[src/rtl/mlspi_pkg.sv]
package mlspi_pkg;

  localparam int ADDR_W = 32;

  typedef enum logic [2:0] {
    ST_IDLE  = 3'd0,
    ST_CMD   = 3'd1,
    ST_ADDR  = 3'd2,
    ST_DUMMY = 3'd3,
    ST_DATA  = 3'd4
  } seq_st_e;

  typedef enum logic [1:0] {
    LW_ONE  = 2'd0,
    LW_TWO  = 2'd1,
    LW_FOUR = 2'd2
  } lane_w_e;

  localparam logic [2:0] IF_STD      = 3'd0;
  localparam logic [2:0] IF_DUAL_OUT = 3'd1;
  localparam logic [2:0] IF_DUAL_IO  = 3'd2;
  localparam logic [2:0] IF_QUAD_OUT = 3'd3;
  localparam logic [2:0] IF_QUAD_IO  = 3'd4;

  function automatic logic [3:0] lane_mask(lane_w_e w);
    case (w)
      LW_TWO:  return 4'b0011;
      LW_FOUR: return 4'b1111;
      default: return 4'b0001;
    endcase
  endfunction

  function automatic logic [2:0] last_beat(lane_w_e w);
    case (w)
      LW_TWO:  return 3'd3;
      LW_FOUR: return 3'd1;
      default: return 3'd7;
    endcase
  endfunction

endpackage

[src/rtl/mlspi_lane_map.sv]
module mlspi_lane_map
  import mlspi_pkg::*;
(
  input  logic [2:0] if_code,
  output lane_w_e    addr_w,
  output lane_w_e    data_w
);

  // Command is always single lane; this only widens address and data.
  always_comb begin
    addr_w = LW_ONE;
    data_w = LW_ONE;
    case (if_code)
      IF_DUAL_OUT: data_w = LW_TWO;
      IF_DUAL_IO: begin
        addr_w = LW_TWO;
        data_w = LW_TWO;
      end
      IF_QUAD_OUT: data_w = LW_FOUR;
      IF_QUAD_IO: begin
        addr_w = LW_FOUR;
        data_w = LW_FOUR;
      end
      default: ; // IF_STD and unused codes fall back to one lane
    endcase
  end

endmodule

[src/rtl/mlspi_tx_shift.sv]
module mlspi_tx_shift
  import mlspi_pkg::*;
#(
  parameter int LANES = 4
) (
  input  logic             clk,
  input  logic             rst_n,
  input  logic             load,
  input  logic [7:0]       load_val,
  input  logic             shift,
  input  lane_w_e          width,
  output logic [LANES-1:0] lanes
);

  logic [7:0] sh_q;
  logic [7:0] sh_d;

  always_comb begin
    sh_d = sh_q;
    if (load) begin
      sh_d = load_val;
    end else if (shift) begin
      case (width)
        LW_TWO:  sh_d = {sh_q[5:0], 2'b00};
        LW_FOUR: sh_d = {sh_q[3:0], 4'b0000};
        default: sh_d = {sh_q[6:0], 1'b0};
      endcase
    end
  end

  always_ff @(posedge clk or negedge rst_n) begin
    if (!rst_n) begin
      sh_q <= '0;
    end else if (load || shift) begin
      sh_q <= sh_d;
    end
  end

  // Most significant pending bits go to the highest lane in use.
  always_comb begin
    lanes = '0;
    case (width)
      LW_TWO:  lanes[1:0] = sh_q[7:6];
      LW_FOUR: lanes[3:0] = sh_q[7:4];
      default: lanes[0]   = sh_q[7];
    endcase
  end

endmodule

[src/rtl/mlspi_rx_shift.sv]
module mlspi_rx_shift
  import mlspi_pkg::*;
#(
  parameter int LANES = 4
) (
  input  logic             clk,
  input  logic             rst_n,
  input  logic             sample,
  input  logic             last,
  input  lane_w_e          width,
  input  logic [LANES-1:0] io_in,
  output logic             rx_valid,
  output logic [7:0]       rx_byte
);

  logic [7:0] acc_q;
  logic [7:0] acc_d;
  logic [7:0] byte_q;
  logic       vld_q;

  // Single-lane reads arrive on lane 1, as in full-duplex wiring.
  always_comb begin
    case (width)
      LW_TWO:  acc_d = {acc_q[5:0], io_in[1:0]};
      LW_FOUR: acc_d = {acc_q[3:0], io_in[3:0]};
      default: acc_d = {acc_q[6:0], io_in[1]};
    endcase
  end

  always_ff @(posedge clk or negedge rst_n) begin
    if (!rst_n) begin
      acc_q  <= '0;
      byte_q <= '0;
      vld_q  <= 1'b0;
    end else begin
      vld_q <= sample && last;
      if (sample) begin
        acc_q <= acc_d;
      end
      if (sample && last) begin
        byte_q <= acc_d;
      end
    end
  end

  assign rx_valid = vld_q;
  assign rx_byte  = byte_q;


  rx_pulse_chk: assert property (@(posedge clk) disable iff (!rst_n)
    vld_q |=> !vld_q);

endmodule

[src/rtl/mlspi_seq.sv]
module mlspi_seq
  import mlspi_pkg::*;
#(
  parameter int LEN_W = 14,
  parameter int LANES = 4
) (
  input  logic              clk,
  input  logic              rst_n,
  input  logic              start,
  input  logic [2:0]        if_code,
  input  logic              addr_4b,
  input  logic [3:0]        dummy_bytes,
  input  logic [7:0]        cmd_byte,
  input  logic [ADDR_W-1:0] addr,
  input  logic [LEN_W-1:0]  data_len,
  input  logic              write_op,
  input  logic [7:0]        tx_byte,
  input  lane_w_e           addr_w,
  input  lane_w_e           data_w,
  output logic [2:0]        iface,
  output logic              busy,
  output logic              done,
  output logic              sclk,
  output logic [LANES-1:0]  io_oe,
  output logic              tx_req,
  output logic              ld,
  output logic [7:0]        ld_val,
  output logic              shift,
  output lane_w_e           cur_w,
  output logic              rx_sample,
  output logic              rx_last
);

  seq_st_e           st_q, st_d, st_after, next_st;
  logic              ph_q, ph_d;
  logic [2:0]        beat_q, beat_d;
  logic [LEN_W-1:0]  byte_q, byte_d, bytes_last, next_idx;
  logic              done_q, done_d;

  logic [2:0]        iface_q;
  logic              a4_q;
  logic [3:0]        dummy_q;
  logic [ADDR_W-1:0] addr_q;
  logic [LEN_W-1:0]  len_q;
  logic              wr_q;

  logic              start_ok;
  logic              beat_end;
  logic              byte_end;
  logic              phase_end;
  logic [1:0]        addr_idx;
  logic [7:0]        addr_byte;

  assign start_ok = start && (st_q == ST_IDLE);

  // Width of the phase currently on the wire
  always_comb begin
    case (st_q)
      ST_ADDR: cur_w = addr_w;
      ST_DATA: cur_w = data_w;
      default: cur_w = LW_ONE;
    endcase
  end

  always_comb begin
    beat_end  = (st_q != ST_IDLE) && ph_q;
    byte_end  = beat_end && (beat_q == last_beat(cur_w));
    case (st_q)
      ST_ADDR:  bytes_last = a4_q ? LEN_W'(3) : LEN_W'(2);
      ST_DUMMY: bytes_last = LEN_W'(dummy_q) - LEN_W'(1);
      ST_DATA:  bytes_last = len_q - LEN_W'(1);
      default:  bytes_last = '0;
    endcase
    phase_end = byte_end && (byte_q == bytes_last);
  end

  // Phase that follows the current one once its last byte is out
  always_comb begin
    case (st_q)
      ST_CMD:  st_after = ST_ADDR;
      ST_ADDR: begin
        if (dummy_q != '0)       st_after = ST_DUMMY;
        else if (len_q != '0)    st_after = ST_DATA;
        else                     st_after = ST_IDLE;
      end
      ST_DUMMY: st_after = (len_q != '0) ? ST_DATA : ST_IDLE;
      default:  st_after = ST_IDLE;
    endcase
    next_st  = phase_end ? st_after : st_q;
    next_idx = phase_end ? '0 : (byte_q + LEN_W'(1));
  end

  // Address bytes leave most significant first
  always_comb begin
    addr_idx = (a4_q ? 2'd3 : 2'd2) - next_idx[1:0];
    case (addr_idx)
      2'd3:    addr_byte = addr_q[31:24];
      2'd2:    addr_byte = addr_q[23:16];
      2'd1:    addr_byte = addr_q[15:8];
      default: addr_byte = addr_q[7:0];
    endcase
  end

  always_comb begin
    tx_req = byte_end && wr_q && (next_st == ST_DATA);
    ld     = start_ok || byte_end;
    shift  = beat_end && !byte_end;
    if (start_ok) begin
      ld_val = cmd_byte;
    end else begin
      case (next_st)
        ST_ADDR: ld_val = addr_byte;
        ST_DATA: ld_val = wr_q ? tx_byte : 8'h00;
        default: ld_val = 8'h00;
      endcase
    end
    rx_sample = beat_end && (st_q == ST_DATA) && !wr_q;
    rx_last   = byte_end;
  end

  // Next-state process
  always_comb begin
    st_d   = st_q;
    ph_d   = ph_q;
    beat_d = beat_q;
    byte_d = byte_q;
    done_d = phase_end && (st_after == ST_IDLE);
    if (start_ok) begin
      st_d   = ST_CMD;
      ph_d   = 1'b0;
      beat_d = '0;
      byte_d = '0;
    end else if (st_q != ST_IDLE) begin
      ph_d = ~ph_q;
      if (beat_end) begin
        beat_d = byte_end ? 3'd0 : (beat_q + 3'd1);
        if (byte_end) begin
          byte_d = next_idx;
          st_d   = next_st;
        end
      end
    end
  end

  // Register process
  always_ff @(posedge clk or negedge rst_n) begin
    if (!rst_n) begin
      st_q   <= ST_IDLE;
      ph_q   <= 1'b0;
      beat_q <= '0;
      byte_q <= '0;
      done_q <= 1'b0;
    end else begin
      st_q   <= st_d;
      ph_q   <= ph_d;
      beat_q <= beat_d;
      byte_q <= byte_d;
      done_q <= done_d;
    end
  end

  // Configuration captured only when a transaction is accepted
  always_ff @(posedge clk or negedge rst_n) begin
    if (!rst_n) begin
      iface_q <= '0;
      a4_q    <= 1'b0;
      dummy_q <= '0;
      addr_q  <= '0;
      len_q   <= '0;
      wr_q    <= 1'b0;
    end else if (start_ok) begin
      iface_q <= if_code;
      a4_q    <= addr_4b;
      dummy_q <= dummy_bytes;
      addr_q  <= addr;
      len_q   <= data_len;
      wr_q    <= write_op;
    end
  end

  always_comb begin
    case (st_q)
      ST_CMD:  io_oe = LANES'(4'b0001);
      ST_ADDR: io_oe = LANES'(lane_mask(addr_w));
      ST_DATA: io_oe = wr_q ? LANES'(lane_mask(data_w)) : '0;
      default: io_oe = '0;
    endcase
  end

  assign iface = iface_q;
  assign busy  = (st_q != ST_IDLE);
  assign done  = done_q;
  assign sclk  = ph_q;


  done_idle_chk: assert property (@(posedge clk) disable iff (!rst_n)
    done_q |-> (st_q == ST_IDLE));


  cfg_hold_chk: assert property (@(posedge clk) disable iff (!rst_n)
    (st_q != ST_IDLE) |=> $stable(iface_q));


  txreq_high_chk: assert property (@(posedge clk) disable iff (!rst_n)
    tx_req |-> ph_q);

endmodule

[src/rtl/mlspi_phase_shifter.sv]
module mlspi_phase_shifter
  import mlspi_pkg::*;
#(
  parameter int LEN_W = 14
) (
  input  logic              clk,
  input  logic              rst_n,
  input  logic              start,
  input  logic [2:0]        if_code,
  input  logic              addr_4b,
  input  logic [3:0]        dummy_bytes,
  input  logic [7:0]        cmd_byte,
  input  logic [ADDR_W-1:0] addr,
  input  logic [LEN_W-1:0]  data_len,
  input  logic              write_op,
  input  logic [7:0]        tx_byte,
  output logic              tx_req,
  output logic              rx_valid,
  output logic [7:0]        rx_byte,
  output logic              busy,
  output logic              done,
  output logic              sclk,
  output logic [3:0]        io_out,
  output logic [3:0]        io_oe,
  input  logic [3:0]        io_in
);

  localparam int LANES = 4;

  logic [2:0] iface;
  lane_w_e    addr_w;
  lane_w_e    data_w;
  lane_w_e    cur_w;
  logic       ld;
  logic [7:0] ld_val;
  logic       shift;
  logic       rx_sample;
  logic       rx_last;

  mlspi_lane_map u_map (
    .if_code (iface),
    .addr_w  (addr_w),
    .data_w  (data_w)
  );

  mlspi_seq #(.LEN_W(LEN_W), .LANES(LANES)) u_seq (
    .clk         (clk),
    .rst_n       (rst_n),
    .start       (start),
    .if_code     (if_code),
    .addr_4b     (addr_4b),
    .dummy_bytes (dummy_bytes),
    .cmd_byte    (cmd_byte),
    .addr        (addr),
    .data_len    (data_len),
    .write_op    (write_op),
    .tx_byte     (tx_byte),
    .addr_w      (addr_w),
    .data_w      (data_w),
    .iface       (iface),
    .busy        (busy),
    .done        (done),
    .sclk        (sclk),
    .io_oe       (io_oe),
    .tx_req      (tx_req),
    .ld          (ld),
    .ld_val      (ld_val),
    .shift       (shift),
    .cur_w       (cur_w),
    .rx_sample   (rx_sample),
    .rx_last     (rx_last)
  );

  mlspi_tx_shift #(.LANES(LANES)) u_tx (
    .clk      (clk),
    .rst_n    (rst_n),
    .load     (ld),
    .load_val (ld_val),
    .shift    (shift),
    .width    (cur_w),
    .lanes    (io_out)
  );

  mlspi_rx_shift #(.LANES(LANES)) u_rx (
    .clk      (clk),
    .rst_n    (rst_n),
    .sample   (rx_sample),
    .last     (rx_last),
    .width    (data_w),
    .io_in    (io_in),
    .rx_valid (rx_valid),
    .rx_byte  (rx_byte)
  );


  lane_quiet_chk: assert property (@(posedge clk) disable iff (!rst_n)
    (io_out & ~io_oe) == 4'b0000);


  idle_clock_chk: assert property (@(posedge clk) disable iff (!rst_n)
    !busy |-> (!sclk && io_oe == 4'b0000));


  sclk_half_chk: assert property (@(posedge clk) disable iff (!rst_n)
    $rose(sclk) |=> !sclk);


  done_pulse_chk: assert property (@(posedge clk) disable iff (!rst_n)
    done |=> !done);


  oe_shape_chk: assert property (@(posedge clk) disable iff (!rst_n)
    (io_oe == 4'b0000) || (io_oe == 4'b0001) || (io_oe == 4'b0011) || (io_oe == 4'b1111));

endmodule

[config.mk]
export PLATFORM = sky130hd
export DESIGN_NAME = mlspi_phase_shifter
export DESIGN_NICKNAME = d
export VERILOG_FILES = /design/src/rtl/mlspi_pkg.sv /design/src/rtl/mlspi_lane_map.sv /design/src/rtl/mlspi_tx_shift.sv /design/src/rtl/mlspi_rx_shift.sv /design/src/rtl/mlspi_seq.sv /design/src/rtl/mlspi_phase_shifter.sv
export SDC_FILE = /design/constraint.sdc
export NUM_CORES = 1
export LEC_CHECK = 0
export BUFFER_PORTS_ARGS = -buffer_cell sky130_fd_sc_hd__buf_4
export CORE_MARGIN = 2
export CORE_UTILIZATION = 60
export DETAILED_ROUTE_END_ITERATION = 8
export PLACE_DENSITY = 0.92
export SYNTH_ARGS = -nofsm -noshare
export SYNTH_HDL_FRONTEND = slang
export SYNTH_SLANG_ARGS = --single-unit
export TNS_END_PERCENT = 30
[constraint.sdc]
create_clock -name clk -period 13.08 [get_ports clk]
set_input_delay 1.308 -clock clk [delete_from_list [all_inputs] [get_ports clk]]
set_output_delay 1.308 -clock clk [all_outputs]
set_load 0.005 [all_outputs]
-- After elaboration in Yosys (flattened, before gate mapping)
Cells that the tools add are included.
- flip-flop bits (word level): 101
- input port bits: 78
- output and inout port bits: 21
- word-level logic and storage cells: 112
- add/subtract/negate cells: 5
- equality and inequality tests: 21
- mux-type cells: 41
- bitwise gates (word level): 1
- reduce and logical (&&, ||, !) cells: 29
- operators by type and width (cell ; number):
    $mux W14 ; 5
    $pmux W8 S2 ; 3
    $pmux W14 S3 ; 1
    $mux W3 ; 11
    $mux W8 ; 4
    $pmux W8 S3 ; 1
    $pmux W4 S2 ; 2
    $eq A3 B2 Y1 const B ; 5
    $add A14 B1 Y14 const B ; 1
    $eq A14 B14 Y1 ; 1
    $reduce_bool A14 Y1 ; 1
    $sub A14 B1 Y14 const B ; 1
    $pmux W2 S2 ; 3
    $pmux W4 S3 ; 1
    $logic_and A1 B1 Y1 ; 11
    $eq A2 B2 Y1 const B ; 5
    $eq A3 B3 Y1 const B ; 3
    $pmux W3 S3 ; 1
    $eq A2 B1 Y1 const B ; 4
    $reduce_bool A2 Y1 ; 4
    $eq A3 B1 Y1 const B ; 2
    $logic_not A3 Y1 ; 2
    $pmux W3 S2 ; 1
    $sub A4 B1 Y5 const B ; 1
    15 further kinds ; 23

-- Logic depth before layout (Yosys ltp)
- depth after elaboration: 16
- gate-level depth with buffers: 27
- depth with buffers taken out: 24

-- By module
Synthesis repeated with hierarchy kept, for this count alone.
- cells, all modules: 681
- area total of the unflattened synthesis: 6150.9 µm²
- by module, submodules not included (module ; instances ; cells each ; area an instance (µm²) ; sequential area each (µm²)):
    mlspi_seq ; 1 ; 544 ; 4748.3 ; 1926.8
    mlspi_rx_shift ; 1 ; 68 ; 759.5 ; 400.4
    mlspi_tx_shift ; 1 ; 63 ; 599.3 ; 200.2
    mlspi_lane_map ; 1 ; 6 ; 43.8 ; 0.0

-- Least setup slack after synthesis
OpenSTA, ideal clock, no wires.
- path type: register to output
- from: register u_seq.st_q[2]
- to: output tx_req
- arrival time: 3.892 ns
- data required time: 11.772 ns
- path slack: 7.880 ns
- cell stages (with the launch flop): 19
- path buffers: 4
- cells stage by stage: dfrtp_1 buf_2 nor3b_1 clkbuf_1 a22oi_1 nor2_1 inv_1 ha_1 clkbuf_1 xor2_1 and3_1 nand2_1 nor3_1 nand4_1 nor4_1 and3_1 buf_4 mux2_2 and3_1
- longest elaborated chain between the ends: 10
- elaborated cells between the ends (all ways): 20
- classes of those cells: 9 x eq/ne; 5 x mux; 6 x reduce/logical
- ends and longest elaborated chain (what ; line ; RTL):
    start, declared ; mlspi_seq.sv:34 ; seq_st_e st_q, st_d, st_after, next_st;
    start signal, assigned ; mlspi_seq.sv:154 ; st_q <= st_d;
    $eq A3 B3 Y1 / $eq A3 B2 Y1 (equally long branches) ; mlspi_seq.sv:58, mlspi_seq.sv:68, mlspi_seq.sv:79 ;
    $pmux W2 S2 ; mlspi_seq.sv:58 ; case (st_q)
    $eq A2 B2 Y1 / $eq A2 B1 Y1 (equally long branches) ; mlspi_pkg.sv:34 ; case (w)
    $pmux W3 S2 ; mlspi_pkg.sv:34 ;
    $eq A3 B3 Y1 ; mlspi_seq.sv:67 ; byte_end = beat_end && (beat_q == last_beat(cur_w));
    $logic_and A1 B1 Y1 ; mlspi_seq.sv:67 ;
    $logic_and A1 B1 Y1 ; mlspi_seq.sv:74 ; phase_end = byte_end && (byte_q == bytes_last);
    $mux W3 ; mlspi_seq.sv:89 ; next_st = phase_end ? st_after : st_q;
    $eq A3 B3 Y1 ; mlspi_seq.sv:105 ; tx_req = byte_end && wr_q && (next_st == ST_DATA);
    $logic_and A1 B1 Y1 * ; mlspi_seq.sv:105 ;
    end, declared ; mlspi_phase_shifter.sv:17 ; output logic tx_req,
Mark *: on every way between the ends. The rest lies on a longest branch, timed or not.

-- Final worst setup path
- from: register u_seq.iface_q[0], in the netlist u_seq.iface[0]
- to: output tx_req
- longest elaborated chain between the ends: 12
- elaborated cells between the ends (all ways): 19
- classes of those cells: 8 x eq/ne; 5 x mux; 6 x reduce/logical
- ends and longest elaborated chain (what ; line ; RTL):
    start, declared ; mlspi_seq.sv:40 ; logic [2:0] iface_q;
    start signal, assigned ; mlspi_seq.sv:172 ; iface_q <= if_code;
    $eq A3 B2 Y1 (tied with other cells) ; mlspi_lane_map.sv:13 ; case (if_code)
    $reduce_or A2 Y1 (no source line) ; -- ;
    $pmux W2 S2 ; mlspi_lane_map.sv:13 ;
    $pmux W2 S2 * ; mlspi_seq.sv:58 ;
    $eq A2 B2 Y1 / $eq A2 B1 Y1 (equally long branches) ; mlspi_pkg.sv:34 ;
    $pmux W3 S2 * ; mlspi_pkg.sv:34 ;
    $eq A3 B3 Y1 * ; mlspi_seq.sv:67 ;
    $logic_and A1 B1 Y1 * ; mlspi_seq.sv:67 ;
    $logic_and A1 B1 Y1 ; mlspi_seq.sv:74 ;
    $mux W3 ; mlspi_seq.sv:89 ;
    $eq A3 B3 Y1 ; mlspi_seq.sv:105 ;
    $logic_and A1 B1 Y1 * ; mlspi_seq.sv:105 ;
Marks and branches as above.

==> flow_summary_export.csv <==
group,metric,value,unit
timing,tightest_slew,1.20,ns
power_and_ir_drop,peakVddDrop,0.000115,V
cells_and_area,area_growth,15.0,%
global_routing,grt-busiest-layer,"met2",
floorplanning,io_pins,99,
global_routing,track_usage,31.1,%
floorplanning,fp-row-count,36,
detailed_routing,drc_errors,0,
clock_tree,cts-root-buf,"clkbuf_8",
synthesis,yosysMostFrequentCell,"nand2_1",
status,status,"complete, no violations",
place,portBuffers,98,
place,dp_hpwl,12100,um
power_and_ir_drop,p_int,762,uW
synthesis,syn-num-nets,849,
floorplanning,core-area,0.00982,sq mm
timing,setup_viol,0,
cells_and_area,layout.nets,914,
clock_tree,ctsHoldBuffers,0,
timing,finalHoldWorstSlack,0.490,ns
power_and_ir_drop,p_per_area,203,mW/mm^2
global_routing,grt_pass1_wl,27500,um
cells_and_area,num_antenna_cells,0,
timing,period_needed,6.84,ns
floorplanning,die_w,105,um
detailed_routing,vias,6008,
place,place_congestion,0.985,
timing,finalMaxSlewViolations,0,
synthesis,yosys_register_bits,101,
worst_setup_path,critical_path_class,"reg2out",
timing,fin_crit_sh,52.3,%
detailed_routing,wl,16700,um
global_routing,grt_util_met2,50.2,%
power_and_ir_drop,swShare,46.3,%
synthesis,synthArstFlopShare,100,%
timing,fin_skew,0.0153,ns
synthesis,synth_edf_count,0,
clock_tree,post_cts_buffers,0,
global_routing,grtUsageMet3,4.99,%
global_routing,antenna_found_initial,0,
detailed_routing,drt_iter0_markers,561,
synthesis,synth_top_area_share,41.5,%
worst_setup_path,reg2reg_depth,20,
power_and_ir_drop,p_seq_share,39.6,%
synthesis,ys_seq_area_share,41.5,%
clock_tree,cts.sinks,101,
detailed_routing,first_pass_iters,6,
timing,max_freq,0.146,GHz
floorplanning,die_h,105,um
detailed_routing,detail-route-antenna-nets,0,
worst_setup_path,cp-start-kind,"flip-flop",
timing,tns,0,ns
clock_tree,htree_levels,3,
global_routing,grt_overflow,0,
job,drv_cap,0,
cells_and_area,fill_cells,788,
worst_hold_path,hold_class,"reg2reg",
synthesis,syn_inst,760,
clock_tree,cts.path.max_buffers,2,
clock_tree,ctsResizeCount,0,
power_and_ir_drop,comb_power_share,46.0,%
timing,slew_headroom,17.7,%
synthesis,synthFlopType,"dfrtp_1",
global_routing,met1_usage,42.2,%
power_and_ir_drop,power.switching,657,uW
floorplanning,start_util,62.0,%
clock_tree,cts_tree,"built",
global_routing,grt_pass1_vias,5675,
synthesis,syn-cell-area,0.00608,sq mm
power_and_ir_drop,p_clk_share,14.4,%
synthesis,synthTopCellsByArea,"dfrtp_1 42%, nand2_1 13%, o21ai_0 6.5%, nand3_1 2.8%, ha_1 2.3%",
worst_setup_path,crit_required,11.77,ns
synthesis,synth_top_area_cell,"dfrtp_1",
clock_tree,path_clk_slew,0.09,ns
global_routing,grt_max_degree,80,
floorplanning,design.die.area,0.0110,sq mm
synthesis,synth_warnings,0,
synthesis,synthDistinctLibCells,65,
power_and_ir_drop,power,1420,uW
detailed_routing,vias_per_cell,6.24,
detailed_routing,wl_per_cell,17.3,um
power_and_ir_drop,p_leak,0.00326,uW
synthesis,syn_area_per_cell,8.01,sq um
worst_setup_path,end_kind,"output port",
timing,rsz0062_at_grt,"false",
worst_setup_path,worstPathArrival,5.54,ns
timing,finalHoldViolations,0,
cells_and_area,layout-drive-gt1-share,15.5,%
clock_tree,numCtsBuffers,9,
clock_tree,clk_latency,0.38,ns
worst_hold_path,holdPathStages,2,
worst_setup_path,crit_fanout,16,
synthesis,synth_commonest_cells,"210 x nand2_1, 101 x dfrtp_1, 79 x o21ai_0, 35 x clkbuf_1, 34 x nand3_1",
==> power by group through the flow <==
stage,sequential (uW),clock [uW],combinational [uW]
3_5_place_dp,559,0,634
2_1_floorplan,500,0,510
3_3_place_gp,551,0,612
6_report,562,205,653
4_1_cts,554,206,639
5_1_grt,578,219,729
==> cells by family (layout without fill, tap and decap cells) <==
group / count (synthesis) / after routing / synth area share [%]
adders and majority gates: 11 / 11 / 2.26
and+or+nand+nor: 370 / 370 / 28.3
AOI/OAI and AO/OA: 188 / 188 / 19.6
DFF: 101 / 101 / 41.5
buffers and inverters: 66 / 136 / 4.69
muxes: 6 / 6 / 1.03
xor gates and xnor gates: 18 / 18 / 2.59
==> cells in the final DEF (no fill, tap or decap), drive strengths merged, types with 7 or more instances in the layout <==
cell type  count
nor3          22
ha            11
xnor2          7
a21oi         24
nor2b          7
nand2        210
nor2          29
nand3         36
or4            7
nand4          7
clkbuf         9
o21ai         81
a211o         15
and3          13
a31oi         17
xor2          11
buf          102
dfrtp        101
a22oi         15
inv           19
==> flip-flops by register name, indices dropped and copies added (netlist names), 3 cells and up <==
| register | flops |
|---|---|
| u_seq.beat_q | 3 |
| u_tx.sh_q | 8 |
| u_seq.iface | 3 |
| u_rx.acc_q | 7 |
| u_rx.rx_byte | 8 |
| u_seq.addr_q | 32 |
| u_seq.byte_q | 14 |
| u_seq.dummy_q | 4 |
| u_seq.st_q | 3 |
| u_seq.len_q | 14 |
==> metal layers <==
layer	vias up	wire length [um]
li1	2805	-
met1	2857	7050
met2	298	7890
met3	48	1210
met4	0	516
met5	-	0
==> final cells by class <==
cell class	instances	area [sq um]	area share, %
Inverter	18	67.6	0.965
Clock buffer	9	124	1.77
Timing Repair Buffer	102	766	10.9
Clock inverter	7	75.1	1.07
Tap cell	133	166	2.38
Multi-Input combinational cell	593	3270	46.8
Sequential cell	101	2530	36.1
==> per-stage QoR <==
| stage | setup slack [ns] | cells | utilization [%] | instance area [sq um] |
|---|---|---|---|---|
| after global routing | 5.80 | 963 | 71.3 | 7000 |
| after floorplan | 7.88 | 760 | - | 6080 |
| after global placement | 6.98 | 947 | 69.3 | 6800 |
| after CTS | 6.34 | 963 | 71.3 | 7000 |
| final | 6.24 | 963 | 71.3 | 7000 |
| after detailed placement | 6.76 | 947 | 69.3 | 6800 |
==> worst max-delay path, stage by stage, from the launching register on <==
cell      delay [ns]
dfrtp_1         0.47
xor2_1          0.29
nand2b_1        0.16
ha_1            0.25
nor3_1          0.18
o21ai_0         0.11
o31a_1          0.15
ha_1            0.56
xnor2_1         0.16
and3_1          0.40
nand2_1         0.36
nor3_1          0.35
nand4_1         0.20
nor4_1          0.28
and3_1          0.44
mux2_2          0.47
and3_1          0.21
buf_4           0.13
==> final timing paths <==
kind                                                   from  slack (ns)                      endpoint
max in group asynchronous                             rst_n       11.03  u_seq.addr_q[14]$_DFFE_PN0P_
worst max-delay path             u_seq.iface[0]$_DFFE_PN0P_        6.24                        tx_req
worst min register to register  u_rx.rx_byte[1]$_DFFE_PN0P_        0.49   u_rx.rx_byte[1]$_DFFE_PN0P_
worst min-delay path            u_rx.rx_byte[1]$_DFFE_PN0P_        0.49   u_rx.rx_byte[1]$_DFFE_PN0P_
min in group asynchronous                             rst_n        0.86   u_seq.byte_q[9]$_DFFE_PN0P_
worst max register to register   u_seq.iface[0]$_DFFE_PN0P_        6.78      u_tx.sh_q[3]$_DFFE_PN0P_
Power figures use the tool's default switching activity.
